===== config.mk =====
export PLATFORM = sky130hd
export DESIGN_NAME = ipc_mailbox
export DESIGN_NICKNAME = d
export VERILOG_FILES = /design/src/rtl/mbx_pkg.sv /design/src/rtl/mbx_decode.sv /design/src/rtl/mbx_queue.sv /design/src/rtl/mbx_user_events.sv /design/src/rtl/ipc_mailbox.sv
export SDC_FILE = /design/constraint.sdc
export NUM_CORES = 1
export LEC_CHECK = 0
export ABC_AREA = 1
export BUFFER_PORTS_ARGS = -buffer_cell sky130_fd_sc_hd__clkbuf_2
export CORE_ASPECT_RATIO = 1.75
export CORE_MARGIN = 10
export CORE_UTILIZATION = 40
export DETAILED_ROUTE_END_ITERATION = 16
export MAX_ROUTING_LAYER = met4
export PLACE_DENSITY_LB_ADDON = 0.1
export SYNTH_ARGS = -nofsm -noshare
export SYNTH_HDL_FRONTEND = slang
export SYNTH_HIERARCHICAL = 1
export SYNTH_SLANG_ARGS = --single-unit

===== constraint.sdc =====
create_clock -name clk -period 3.15 [get_ports clk]
set_clock_uncertainty 0.2 [all_clocks]
set_input_delay 0.1575 -clock clk [delete_from_list [all_inputs] [get_ports clk]]
set_output_delay 0.1575 -clock clk [all_outputs]
set_load 0.1 [all_outputs]

===== src/rtl/mbx_pkg.sv =====
package mbx_pkg;
  localparam int IDX_W      = 4;
  localparam int OFS_REV    = 'h000;
  localparam int OFS_CFG    = 'h010;
  localparam int OFS_SYS    = 'h014;
  localparam int OFS_MSG    = 'h040;
  localparam int OFS_FULL   = 'h080;
  localparam int OFS_CNT    = 'h0C0;
  localparam int OFS_USR    = 'h100;
  localparam int Q_STRIDE   = 4;
  localparam int USR_STRIDE = 8;
  localparam logic [31:0] CFG_RW_MASK = 32'h0000_0011;

  typedef enum logic [3:0] {
    RK_NONE, RK_REV, RK_CFG, RK_SYS, RK_MSG, RK_FULL, RK_CNT, RK_STS, RK_ENA
  } reg_kind_e;

  typedef struct packed {
    reg_kind_e        kind;
    logic [IDX_W-1:0] idx;
  } reg_sel_t;
endpackage


===== src/rtl/mbx_decode.sv =====
module mbx_decode
  import mbx_pkg::*;
#(
  parameter int ADDR_W  = 12,
  parameter int NUM_Q   = 6,
  parameter int NUM_USR = 4
) (
  input  logic [ADDR_W-1:0] addr,
  output reg_sel_t          sel
);
  always_comb begin
    sel.kind = RK_NONE;
    sel.idx  = '0;
    if (addr == ADDR_W'(OFS_REV)) sel.kind = RK_REV;
    if (addr == ADDR_W'(OFS_CFG)) sel.kind = RK_CFG;
    if (addr == ADDR_W'(OFS_SYS)) sel.kind = RK_SYS;
    for (int i = 0; i < NUM_Q; i++) begin
      if (addr == ADDR_W'(OFS_MSG + Q_STRIDE * i)) begin
        sel.kind = RK_MSG;
        sel.idx  = IDX_W'(i);
      end
      if (addr == ADDR_W'(OFS_FULL + Q_STRIDE * i)) begin
        sel.kind = RK_FULL;
        sel.idx  = IDX_W'(i);
      end
      if (addr == ADDR_W'(OFS_CNT + Q_STRIDE * i)) begin
        sel.kind = RK_CNT;
        sel.idx  = IDX_W'(i);
      end
    end
    for (int u = 0; u < NUM_USR; u++) begin
      if (addr == ADDR_W'(OFS_USR + USR_STRIDE * u)) begin
        sel.kind = RK_STS;
        sel.idx  = IDX_W'(u);
      end
      if (addr == ADDR_W'(OFS_USR + USR_STRIDE * u + 4)) begin
        sel.kind = RK_ENA;
        sel.idx  = IDX_W'(u);
      end
    end
  end
endmodule


===== src/rtl/mbx_queue.sv =====
module mbx_queue #(
  parameter int DW    = 32,
  parameter int DEPTH = 4,
  localparam int CW   = $clog2(DEPTH + 1),
  localparam int PW   = (DEPTH > 1) ? $clog2(DEPTH) : 1
) (
  input  logic          clk,
  input  logic          rst_n,
  input  logic          push,
  input  logic          pop,
  input  logic [DW-1:0] wdata,
  output logic [DW-1:0] head,
  output logic [CW-1:0] count,
  output logic          full,
  output logic          empty
);
  logic [DW-1:0] mem [DEPTH];
  logic [PW-1:0] wr_ptr, rd_ptr;
  logic          push_ok, pop_ok;

  function automatic logic [PW-1:0] ptr_next(input logic [PW-1:0] p);
    return (p == PW'(DEPTH - 1)) ? '0 : p + 1'b1;
  endfunction

  assign full    = (count == CW'(DEPTH));
  assign empty   = (count == '0);
  assign push_ok = push && !full;
  assign pop_ok  = pop && !empty;
  assign head    = mem[rd_ptr];

  always_ff @(posedge clk) begin
    if (push_ok) mem[wr_ptr] <= wdata;
  end

  always_ff @(posedge clk or negedge rst_n) begin
    if (!rst_n) begin
      wr_ptr <= '0;
      rd_ptr <= '0;
      count  <= '0;
    end else begin
      if (push_ok) wr_ptr <= ptr_next(wr_ptr);
      if (pop_ok)  rd_ptr <= ptr_next(rd_ptr);
      case ({push_ok, pop_ok})
        2'b10:   count <= count + 1'b1;
        2'b01:   count <= count - 1'b1;
        default: count <= count;
      endcase
    end
  end
endmodule


===== src/rtl/mbx_user_events.sv =====
module mbx_user_events #(
  parameter int NUM_Q = 6,
  localparam int EVW  = 2 * NUM_Q
) (
  input  logic             clk,
  input  logic             rst_n,
  input  logic [NUM_Q-1:0] has_msg,
  input  logic [NUM_Q-1:0] has_room,
  input  logic             clr_we,
  input  logic             ena_we,
  input  logic [EVW-1:0]   wdata,
  output logic [EVW-1:0]   sts,
  output logic [EVW-1:0]   ena,
  output logic             irq
);
  logic [EVW-1:0] cond;
  logic [EVW-1:0] clr_mask;

  for (genvar n = 0; n < NUM_Q; n++) begin : g_map
    assign cond[2*n]   = has_msg[n];
    assign cond[2*n+1] = has_room[n];
  end

  assign clr_mask = clr_we ? wdata : '0;
  assign irq      = |(sts & ena);

  always_ff @(posedge clk or negedge rst_n) begin
    if (!rst_n) begin
      sts <= '0;
      ena <= '0;
    end else begin
      sts <= (sts | cond) & ~clr_mask;
      if (ena_we) ena <= wdata;
    end
  end
endmodule


===== src/rtl/ipc_mailbox.sv =====
module ipc_mailbox
  import mbx_pkg::*;
#(
  parameter int DW      = 32,
  parameter int ADDR_W  = 12,
  parameter int NUM_Q   = 6,
  parameter int NUM_USR = 4,
  parameter int DEPTH   = 4,
  parameter logic [DW-1:0] REV_ID = DW'(32'h0000_0201)
) (
  input  logic               clk,
  input  logic               rst_n,
  input  logic [ADDR_W-1:0]  reg_addr,
  input  logic               reg_wr,
  input  logic [DW-1:0]      reg_wdata,
  input  logic               reg_rd,
  output logic [DW-1:0]      reg_rdata,
  output logic [NUM_USR-1:0] irq
);
  localparam int CW  = $clog2(DEPTH + 1);
  localparam int EVW = 2 * NUM_Q;

  reg_sel_t sel;
  logic [NUM_Q-1:0]                q_push, q_pop, q_full, q_empty;
  logic [NUM_Q-1:0][DW-1:0]        q_head;
  logic [NUM_Q-1:0][CW-1:0]        q_count_all;
  logic [NUM_USR-1:0][EVW-1:0]     sts_all, ena_all;
  logic [DW-1:0]                   cfg, rd_mux;
  logic                            rst_done;

  mbx_decode #(.ADDR_W(ADDR_W), .NUM_Q(NUM_Q), .NUM_USR(NUM_USR)) u_dec (
    .addr (reg_addr),
    .sel  (sel)
  );

  for (genvar q = 0; q < NUM_Q; q++) begin : g_q
    assign q_push[q] = reg_wr && (sel.kind == RK_MSG) && (sel.idx == IDX_W'(q));
    assign q_pop[q]  = reg_rd && (sel.kind == RK_MSG) && (sel.idx == IDX_W'(q));
    mbx_queue #(.DW(DW), .DEPTH(DEPTH)) u_queue (
      .clk   (clk),
      .rst_n (rst_n),
      .push  (q_push[q]),
      .pop   (q_pop[q]),
      .wdata (reg_wdata),
      .head  (q_head[q]),
      .count (q_count_all[q]),
      .full  (q_full[q]),
      .empty (q_empty[q])
    );
  end

  for (genvar u = 0; u < NUM_USR; u++) begin : g_usr
    logic sts_we, ena_we;
    assign sts_we = reg_wr && (sel.kind == RK_STS) && (sel.idx == IDX_W'(u));
    assign ena_we = reg_wr && (sel.kind == RK_ENA) && (sel.idx == IDX_W'(u));
    mbx_user_events #(.NUM_Q(NUM_Q)) u_evt (
      .clk      (clk),
      .rst_n    (rst_n),
      .has_msg  (~q_empty),
      .has_room (~q_full),
      .clr_we   (sts_we),
      .ena_we   (ena_we),
      .wdata    (reg_wdata[EVW-1:0]),
      .sts      (sts_all[u]),
      .ena      (ena_all[u]),
      .irq      (irq[u])
    );
  end

  always_ff @(posedge clk or negedge rst_n) begin
    if (!rst_n) begin
      cfg      <= '0;
      rst_done <= 1'b0;
    end else begin
      rst_done <= 1'b1;
      if (reg_wr && sel.kind == RK_CFG) cfg <= reg_wdata & DW'(CFG_RW_MASK);
    end
  end

  always_comb begin
    rd_mux = '0;
    case (sel.kind)
      RK_REV: rd_mux = REV_ID;
      RK_CFG: rd_mux = cfg;
      RK_SYS: rd_mux = DW'(rst_done);
      RK_MSG: begin
        for (int i = 0; i < NUM_Q; i++)
          if (sel.idx == IDX_W'(i) && !q_empty[i]) rd_mux = q_head[i];
      end
      RK_FULL: begin
        for (int i = 0; i < NUM_Q; i++)
          if (sel.idx == IDX_W'(i)) rd_mux = DW'(q_full[i]);
      end
      RK_CNT: begin
        for (int i = 0; i < NUM_Q; i++)
          if (sel.idx == IDX_W'(i)) rd_mux = DW'(q_count_all[i]);
      end
      RK_STS: begin
        for (int i = 0; i < NUM_USR; i++)
          if (sel.idx == IDX_W'(i)) rd_mux = DW'(sts_all[i]);
      end
      RK_ENA: begin
        for (int i = 0; i < NUM_USR; i++)
          if (sel.idx == IDX_W'(i)) rd_mux = DW'(ena_all[i]);
      end
      default: rd_mux = '0;
    endcase
  end

  always_ff @(posedge clk or negedge rst_n) begin
    if (!rst_n) reg_rdata <= '0;
    else        reg_rdata <= reg_rd ? rd_mux : '0;
  end
endmodule


; Word level (Yosys, flattened, before mapping)
; Memory sizes are Yosys's and may differ from the RTL's.
; Cells that the tools add are included.
[totals]
output_inout_bits = 36
wordCells = 312
inputBits = 48
ram_bits = 768
regBits = 173
mem_count = 6
[mem_list]
columns = name, words, width, read_ports, rd_ports_with_merged_regs, wr, line_no
row1 = g_q[0].u_queue.mem, 4, 32, 1, 0, 1, mbx_queue.sv:17  ; logic [DW-1:0] mem [DEPTH];
row2 = g_q[1].u_queue.mem, 4, 32, 1, 0, 1, mbx_queue.sv:17
row3 = g_q[2].u_queue.mem, 4, 32, 1, 0, 1, mbx_queue.sv:17
row4 = g_q[3].u_queue.mem, 4, 32, 1, 0, 1, mbx_queue.sv:17
row5 = g_q[4].u_queue.mem, 4, 32, 1, 0, 1, mbx_queue.sv:17
row6 = g_q[5].u_queue.mem, 4, 32, 1, 0, 1, mbx_queue.sv:17
[classes]
n_eq_ne = 71
reduce_logical = 73
add_sub_neg = 24
n_mux = 91
n_bitwise = 18
[ops]
columns = op, count
row1 = $mux W32, 23
row2 = $pmux W32 S8, 1
row3 = $eq A12 B8 Y1 const B, 12
row4 = $mux W7, 19
row5 = $and A12 B12 Y12, 8
row6 = $eq A12 B9 Y1 const B, 8
row7 = $eq A12 B7 Y1 const B, 6
row8 = $mux W12, 6
row9 = $mux W8, 7
row10 = $not A12 Y12, 4
row11 = $or A12 B12 Y12, 4
row12 = $reduce_or A12 Y1, 4
row13 = $logic_and A1 B1 Y1, 43
row14 = $eq A2 B2 Y1 const B, 18
row15 = $pmux W3 S2, 6
row16 = $mux W2, 14
row17 = $add A2 B1 Y2 const B, 12
row18 = $eq A12 B5 Y1 const B, 2
row19 = $eq A4 B3 Y1 const B, 6
row20 = $add A3 B1 Y3 const B, 6
row21 = $eq A3 B3 Y1 const B, 6
row22 = $logic_not A3 Y1, 6
row23 = $sub A3 B1 Y3 const B, 6
row24 = $eq A4 B2 Y1 const B, 4
row25 = 10 further kinds, 46

; Logic depth before layout (Yosys ltp)
; Gate-level depths: netlist of the first run.
[logic_depth]
ltp_word = 40
mapped_depth = 27
depth_no_buf = 26

; Hierarchy
; The synthesis of the first run kept the hierarchy.
[by_module_without_submodules]
columns = mod, instances, area_per_inst_um2, seq_area_each_um2, cells_each
row1 = mbx_queue (g_q[1].u_queue ...), 4, 5494.0, 4018.9, 434
row2 = mbx_queue (g_q[0].u_queue ...), 2, 5496.5, 4018.9, 434
row3 = ipc_mailbox, 1, 4036.4, 875.8, 737
row4 = mbx_user_events, 4, 978.4, 600.6, 84
row5 = mbx_decode, 1, 467.9, 0.0, 90

; Worst setup path before layout of the first run
; No wires, ideal clock.
[synth_path]
path_kind = input to register
start = in reg_addr[11]
end = mem g_q[2].u_queue.mem[0][0] (enable)
stages = 14
required_time_ns = 2.529
arrival_ns = 3.313
setup_slack_ns = -0.784
cell_sequence = nor2_2 > nand2_2 > nor2_4 > inv_2 > a221oi_1 > inv_1 > nand2_1 > inv_2 > nor2_4 > nand2_2 > clkbuf_1 > nor2_1 > nand2_1 > nor2_1
[synth_rtl]
columns = element, line_no
row1 = from (decl), ipc_mailbox.sv:13  ; input logic [ADDR_W-1:0] reg_addr,
row2 = to (decl), mbx_queue.sv:17

==> results of run 1 <==
-- layout by cell type, fill, tap and decap left out, types with 3 or more instances in the layout --
master,instances
inv_2,22
nand3_1,117
a31oi_1,20
dlygate4sd3_1,25
clkinv_2,16
inv_1,523
nand2_2,7
clkbuf_1,21
clkinv_8,3
or2_2,5
nand4_1,38
dfrtp_1,167
bufinv_16,7
o21ai_0,68
buf_12,68
fa_1,6
o21ai_1,4
dfrtp_4,6
nor2_1,186
inv_6,3
clkbuf_8,7
mux2_2,9
or2_0,12
edfxtp_1,768
o211ai_1,393
clkinv_1,15
nor3_1,3
nor2_4,32
nor2_2,9
clkbuf_16,93
clkbuf_2,82
nand2_1,1020
a21oi_1,67
mux2_4,40
buf_4,199
nand3b_1,10
xnor2_1,6
ha_1,36
-- worst max path at each step --
stage                 start                       end  cells after the start
4_1_cts        reg_addr[11]   g_q[1].u_queue/count[2]                     23
3_5_place_dp   reg_addr[11]   g_q[1].u_queue/count[2]                     23
2_1_floorplan  reg_addr[11]  g_q[4].u_queue/mem[0][0]                     13
5_1_grt         reg_addr[0]   g_q[0].u_queue/count[2]                     26
6_report       reg_addr[11]   g_q[1].u_queue/count[2]                     23
3_3_place_gp   reg_addr[11]   g_q[1].u_queue/count[2]                     23
-- what timing repair did --
action                                 4_1_cts  5_1_grt
hold buffers                                25        0
gates resized for setup                      0        0
endpoints found under the hold margin      713        0
setup buffers                                0        0
-- sequential cells by signal, summed over array words and instances, names as in the netlist --
signal              flops
g_q.u_queue/mem       768
g_q.u_queue/count      18
g_q.u_queue/wr_ptr     12
cfg                     2
rst_done                1
reg_rdata              32
g_usr.u_evt/sts        48
g_usr.u_evt/ena        48
g_q.u_queue/rd_ptr     12
-- cell usage after synthesis, drive strengths merged --
library cell | number | area share [%]
fa | 6 | 0.29
ha | 36 | 1.1
conb | 2 | 0.018
nor2 | 227 | 2.3
clkbuf | 25 | 0.23
dfrtp | 173 | 10
xnor2 | 6 | 0.13
nor3b | 1 | 0.018
nand4 | 38 | 0.57
and3 | 1 | 0.018
nand3 | 119 | 1.5
buf | 156 | 2.0
mux2 | 49 | 1.7
o21ai | 73 | 0.89
nor3 | 4 | 0.060
or2 | 17 | 0.26
edfxtp | 768 | 56
nand2 | 1027 | 9.3
a31oi | 20 | 0.30
o211ai | 393 | 7.1
a221oi | 1 | 0.021
nand3b | 10 | 0.18
inv | 545 | 4.9
a21oi | 67 | 0.81
o221ai | 2 | 0.042
a21boi | 1 | 0.018
-- power by group through the flow --
stage	Clock, mW	Sequential, mW	Combinational (mW)
after floorplan	0	13.7	0.104
after global placement	0	13.7	0.557
after global routing	11.7	13.5	0.606
final	10.9	13.5	0.566
after detailed placement	0	13.7	0.561
after CTS	11.2	13.5	0.587
-- through the flow --
| step | setup WS [ns] | instance area (sq um) | instances | utilization (%) |
|---|---|---|---|---|
| detailed placement | -0.374 | 45600 | 5279 | 44.3 |
| finish | 0.331 | 48800 | 5472 | 47.4 |
| CTS | 0.371 | 48800 | 5472 | 47.4 |
| global placement | -0.313 | 45600 | 5279 | 44.3 |
| global route | 0.0243 | 48800 | 5472 | 47.4 |
| floorplan | -0.524 | 41500 | 3767 | - |
-- per-layer routing --
metal	vias up	track usage, %	routed length, um
met5	-	-	0
met4	0	10.2	5730
met3	199	2.29	3370
met2	507	39.8	67400
met1	13619	21.3	44200
li1	13324	-	-
-- critical path, stage by stage --
cell and delay [ns]:
clkbuf_2 0.08, nor2_2 0.15, nand2_2 0.13, nor2_4 0.16, inv_2 0.05, a221oi_1 0.29
inv_1 0.10, nand4_1 0.10, nand2_1 0.08, nor2_1 0.16, inv_1 0.08, nor2_1 0.15
inv_1 0.24, nor2_1 0.21, nand2_1 0.09, inv_1 0.06, ha_1 0.16, inv_1 0.07
fa_1 0.38, nand2_1 0.10, nand3_1 0.07, nand2_1 0.06, nand2_1 0.04
-- kinds of logic after synthesis --
kind of cell | after synthesis | synth area share [%]
simple gates | 1444 | 14.2
flops | 941 | 66.2
xor+xnor | 6 | 0.127
mux | 49 | 1.70
buf+inv | 726 | 7.21
other cells | 2 | 0.0181
fa+ha+maj | 42 | 1.38
compound gates | 557 | 9.21
-- final cells by class --
cell class / instances / area [sq um]
Clock buffer: 120 / 2490
Clock inverter: 48 / 452
Fill cell: 9503 / 54300
Inverter: 545 / 2050
Multi-Input combinational cell: 2100 / 11200
Sequential cell: 941 / 27400
Tap cell: 1343 / 1680
Timing Repair Buffer: 375 / 3530
==> run summary, run 1 <==
Outcome -> finished clean
Mapped cell area -> 0.0414 sq mm
Initial DRC Count -> 1441
# diodes -> 0
Combinational share of power -> 2.3%
First-pass GRT wire length -> 179000 um
CP endpoint kind -> flip-flop
Setup_tns -> 0 ns
Synthesized flop and latch total -> 941
CP arrival -> 3.19 ns
Hold WC Path Type -> input port to flip-flop
WS Path Type -> input port to flip-flop
Reg2Reg Setup Slack -> 0.67 ns
YS warnings -> 6
Drt wl/cell -> 22.1 um
Worst hold stages -> 2
Core area -> 0.103 sq mm
Largest net degree at the start of global routing -> 81
Synthesized area per cell -> 11.0 sq um
Fin crit share -> 89.5%
Worst-margin pin slew -> 1.12 ns
Detailed Route WL -> 121000 um
DR pass1 iterations -> 5
Sequential-to-total area share from yosys stat -> 66.2%
Max_cap viols -> 0
DR DRC count -> 0
Switching Fraction -> 21.0%
GR Util All Layers -> 21.1%
Leakage -> 19.0 nW
Crit path max fanout -> 6
Detail Route Antenna Nets -> 0
RSZ-0062 raised after global routing -> no
Share of post-route cells with drive strength above 1 -> 14.9%
Total power -> 25.0 mW
CTS tree -> yes
Post-DP HPWL -> 80500 um
Initial Util -> 40.2%
Vias per cell -> 5.05
IO buf count -> 83
Io pins -> 84
Worst Hold Launch -> reg_wdata[7]
Critical R2R Capture -> reg_rdata[28]
Sw power -> 5.23 mW
# rows -> 156
Final net count -> 4142
Vias in the first global route -> 27951
Reg2Reg Depth -> 10
Chip Height -> 446 um
Syn-to-layout area delta -> 17.9%
Max Fclk -> 0.355 GHz
TritonCTS Buffers -> 89
Max_slew headroom -> 25.4%
Synth cell types -> 39
Internal -> 19.7 mW
Clk Latency, worst-skew pair -> 0.69 ns
Peak VDD IR -> 0.446 mV
Mapped Cells -> 3767
Root Driver -> clkbuf_16
Hold Vio Cnt, Final -> 0
Syn Nets -> 3857
CTS Buffer Depth -> 3
Grt total ovfl -> 0
Tmin final -> 2.82 ns
P per Cell Area -> 512 mW/mm^2
Clock-pin slew on the worst setup and hold paths -> 0.07 ns
WHS Endpoint -> g_usr[3].u_evt/sts[7]
Hold WS -> 0.107 ns
Antenna violations before repair -> 1
Required time of the critical path -> 3.52 ns
Sequential share of power -> 53.9%
Die width -> 263 um
R2r startpoint -> g_q[3].u_queue/count[1]
Final setup vio count -> 0
Final Slew Violations -> 0
Die area -> 0.117 sq mm
Via count -> 27649
Clock tree sinks -> 941
H-tree Lvls -> 3
Clock power share -> 43.8%
Type of origin of the critical path -> input port
GPL Wtd Cong -> 0.899
Power figures use the tool's default switching activity.
==> run 2, diff against run 1 <==
--- a/config.mk
+++ b/config.mk
@@ -5,7 +5,6 @@
 export SDC_FILE = /design/constraint.sdc
 export NUM_CORES = 1
 export LEC_CHECK = 0
-export ABC_AREA = 1
 export BUFFER_PORTS_ARGS = -buffer_cell sky130_fd_sc_hd__clkbuf_2
 export CORE_ASPECT_RATIO = 1.75
 export CORE_MARGIN = 10
==> run 2 against run 1 <==
Synthesized cell count down 45%. Critical path depth shrank 17. Worst hold slack worse by 0.068 ns. Critical path type is now flip-flop to flip-flop. Largest cell class unchanged. Highest routed layer unchanged.
==> run summary, run 2 <==
Largest net degree at the start of global routing -> 72 (-11%)
Max_slew headroom -> 19.6% (-5.8 points)
GPL Wtd Cong -> 0.837 (-6.9%)
CTS tree -> yes
GR Util All Layers -> 21.1% (-0.024 points)
DR pass1 iterations -> 9 (+4)
Top post-synthesis cells by count -> edfxtp_1, mux4_2, dfrtp_1, nor2_1, mux2_2
Area contributors post-synth -> edfxtp_1, dfrtp_1, mux4_2, mux2_2, nor2_1
Ys async rst share -> 18.4% (unchanged)
Crit path from -> g_q[1].u_queue/rd_ptr[0]
Antenna violations before repair -> 0 (-1)
Top reg by flops -> g_q.u_queue/mem
Die width -> 254 um (-3.6%)
WS Path Type -> flip-flop to flip-flop
YS warnings -> 6 (unchanged)
Main synth FF type -> edfxtp_1
Number of synthesized flops with an enable pin -> 768 (unchanged)
Clk Latency, worst-skew pair -> 0.68 ns (about the same)
Mapped Cells -> 2059 (-45%)
Placed Area -> 0.0419 sq mm (-8.1%)
Post-CTS Setup Inserts -> 0 (unchanged)
Detailed Route WL -> 110000 um (-8.6%)
Clock tree sinks -> 941 (unchanged)
Grt total ovfl -> 0 (unchanged)
RSZ-0062 raised after global routing -> no
Initial DRC Count -> 1408 (-2.3%)
Die area -> 0.109 sq mm (-7.1%)
Hold WC Path Type -> input port to flip-flop
Syn-to-layout area delta -> 18.5%
Hold WS -> 0.0386 ns (-0.0680 ns)
Vias in the first global route -> 21868 (-22%)
Most frequent cell after synthesis -> edfxtp_1
Max Fclk -> 0.356 GHz (+0.34%)
First-pass GRT wire length -> 159000 um (-11%)
Type of origin of the critical path -> flip-flop
Crit-path slowest cell -> dfrtp_2
CTS hold repair buffers -> 30 (+20%)
DR DRC count -> 0 (unchanged)
CTS Buffer Depth -> 3 (unchanged)
Worst-margin pin slew -> 1.20 ns (+0.0827 ns)
Final Util -> 47.7% (+0.29 points)
Root Driver -> clkbuf_16
Hold Vio Cnt, Final -> 0 (unchanged)
Post-Place Setup Slack -> -0.430 ns (-0.0560 ns)
Synthesized area per cell -> 18.6 sq um (+69%)
Cells after DPL -> 3458 (-34%)
Leakage -> 15.4 nW (-19%)
Final Slew Violations -> 0 (unchanged)
Commonest non-fill, non-tap cell in the layout -> edfxtp_1
Required time of the critical path -> 3.50 ns (-0.02 ns)
Io pins -> 84 (unchanged)
R2r startpoint -> g_q[1].u_queue/rd_ptr[0]
Non-Filler Instances -> 3656 (-33%)
Core area -> 0.0952 sq mm (-7.7%)
Drt wl/cell -> 30.2 um (+37%)
Post-DP HPWL -> 74900 um (-7.0%)
CP arrival -> 3.16 ns (-0.03 ns)
Detail Route Antenna Nets -> 0 (unchanged)
Sequential-to-total area share from yosys stat -> 71.6% (+5.4 points)
Critical Path Max Stage Delay -> 0.64 ns (+0.26 ns)
Commonest non-fill, non-tap cells in the layout -> edfxtp_1, mux4_2, dfrtp_1
Crit path max fanout -> 14 (+8)
Tmin final -> 2.81 ns (-0.00967 ns)
Initial Util -> 40.2% (about the same)
Synth cell types -> 71 (+82%)
Area leader, netlist -> edfxtp_1
FILL cells -> 7926 (-17%)
Outcome -> finished clean
Fin area -> 0.0453 sq mm (-7.1%)
Area fraction of the dominant cell type after synthesis -> 60.3% (+4.6 points)
Peak VDD IR -> 0.435 mV (-2.4%)
Final setup vio count -> 0 (unchanged)
Worst Hold Launch -> reg_wdata[9]
Max_cap viols -> 0 (unchanged)
Share of post-route cells with drive strength above 1 -> 32.3% (+17 points)
CP endpoint kind -> flip-flop
H-tree Lvls -> 3 (unchanged)
Reg2Reg Setup Slack -> 0.34 ns (-0.33 ns)
Post-CTS Resized -> 0 (unchanged)
Synthesized flop and latch total -> 941 (unchanged)
Chip Height -> 429 um (-3.7%)
Regs by FF count -> g_q.u_queue/mem x768, g_usr.u_evt/ena x48, g_usr.u_evt/sts x48
IO buf count -> 83 (unchanged)
P per Cell Area -> 557 mW/mm^2 (+8.8%)
Fin crit share -> 89.2% (-0.31 points)
Final net count -> 2455 (-41%)
Final WS setup -> 0.341 ns (+0.00967 ns)
Via count -> 20561 (-26%)
CP Cell Sequence -> buf_12, mux4_2, a222oi_1, buf_4, a21o_1, a21oi_1
TritonCTS Buffers -> 91 (+2.2%)
Syn Nets -> 2149 (-44%)
# rows -> 150 (-3.8%)
Mapped cell area -> 0.0383 sq mm (-7.6%)
Clock-pin slew on the worst setup and hold paths -> 0.06 ns (about the same)
Largest register FFs -> 768 (unchanged)
Vias per cell -> 5.62 (+11%)
## run 2: worst paths after layout
kind                                             to  depth (start not counted)
setup / recovery                      reg_rdata[17]                          6
hold / removal                g_usr[2].u_evt/sts[9]                          2
setup reg to reg                      reg_rdata[17]                          6
hold reg to reg                              cfg[0]                          1
max in group asynchronous  g_q[3].u_queue/rd_ptr[0]                          4
min in group asynchronous    g_usr[0].u_evt/ena[10]                          4
## run 2: stage by stage
step,setup TNS [ns],power (mW)
2_1_floorplan,0,13.8
3_3_place_gp,-7.62,14.1
3_5_place_dp,-14.33,14.1
4_1_cts,0,25.5
5_1_grt,0,26.0
6_report,0,25.3
## run 2: metal layers
metal / routed length, um / global-route usage (%) / up-vias / part of all wire (%)
li1: - / - / 8872 / -
met1: 39900 / 22.6 / 11041 / 36
met2: 62400 / 38.7 / 504 / 57
met3: 4130 / 2.63 / 144 / 3.7
met4: 3880 / 8.05 / 0 / 3.5
met5: 0 / - / - / 0
## run 2: kinds of logic after synthesis
family / Yosys count / share of synthesized area [%]
AO/OA/AOI/OAI: 295 / 5.54
XOR/XNOR: 19 / 0.435
adder cells (fa/ha/maj): 42 / 1.49
buffers and inverters: 187 / 2.54
flip-flops: 941 / 71.6
multiplexers: 297 / 14.6
other: 2 / 0.0196
AND/OR/NAND/NOR: 276 / 3.73
## run 2: cell type report
cell class	instances	area, sq um	share of cell area (%)
Antenna cell	1	2.50	0.00552
Clock buffer	107	2380	5.25
Clock inverter	60	703	1.55
Inverter	80	300	0.662
Multi-Input combinational cell	931	9950	21.9
Sequential cell	941	27400	60.4
Tap cell	1216	1520	3.36
Timing Repair Buffer	320	3080	6.80
## run 2: worst max-delay path, delay by kind of cell (launching register included)
| family | cells | cell delay, ns |
|---|---|---|
| AO/OA/AOI/OAI | 3 | 0.81 |
| buffers and inverters | 2 | 0.45 |
| flip-flops | 1 | 0.64 |
| multiplexers | 1 | 0.55 |
## run 2: power breakdown
group          internal (mW)  switching [mW]
Sequential              13.5         0.00539
Clock                   6.50            4.84
Combinational          0.103           0.335
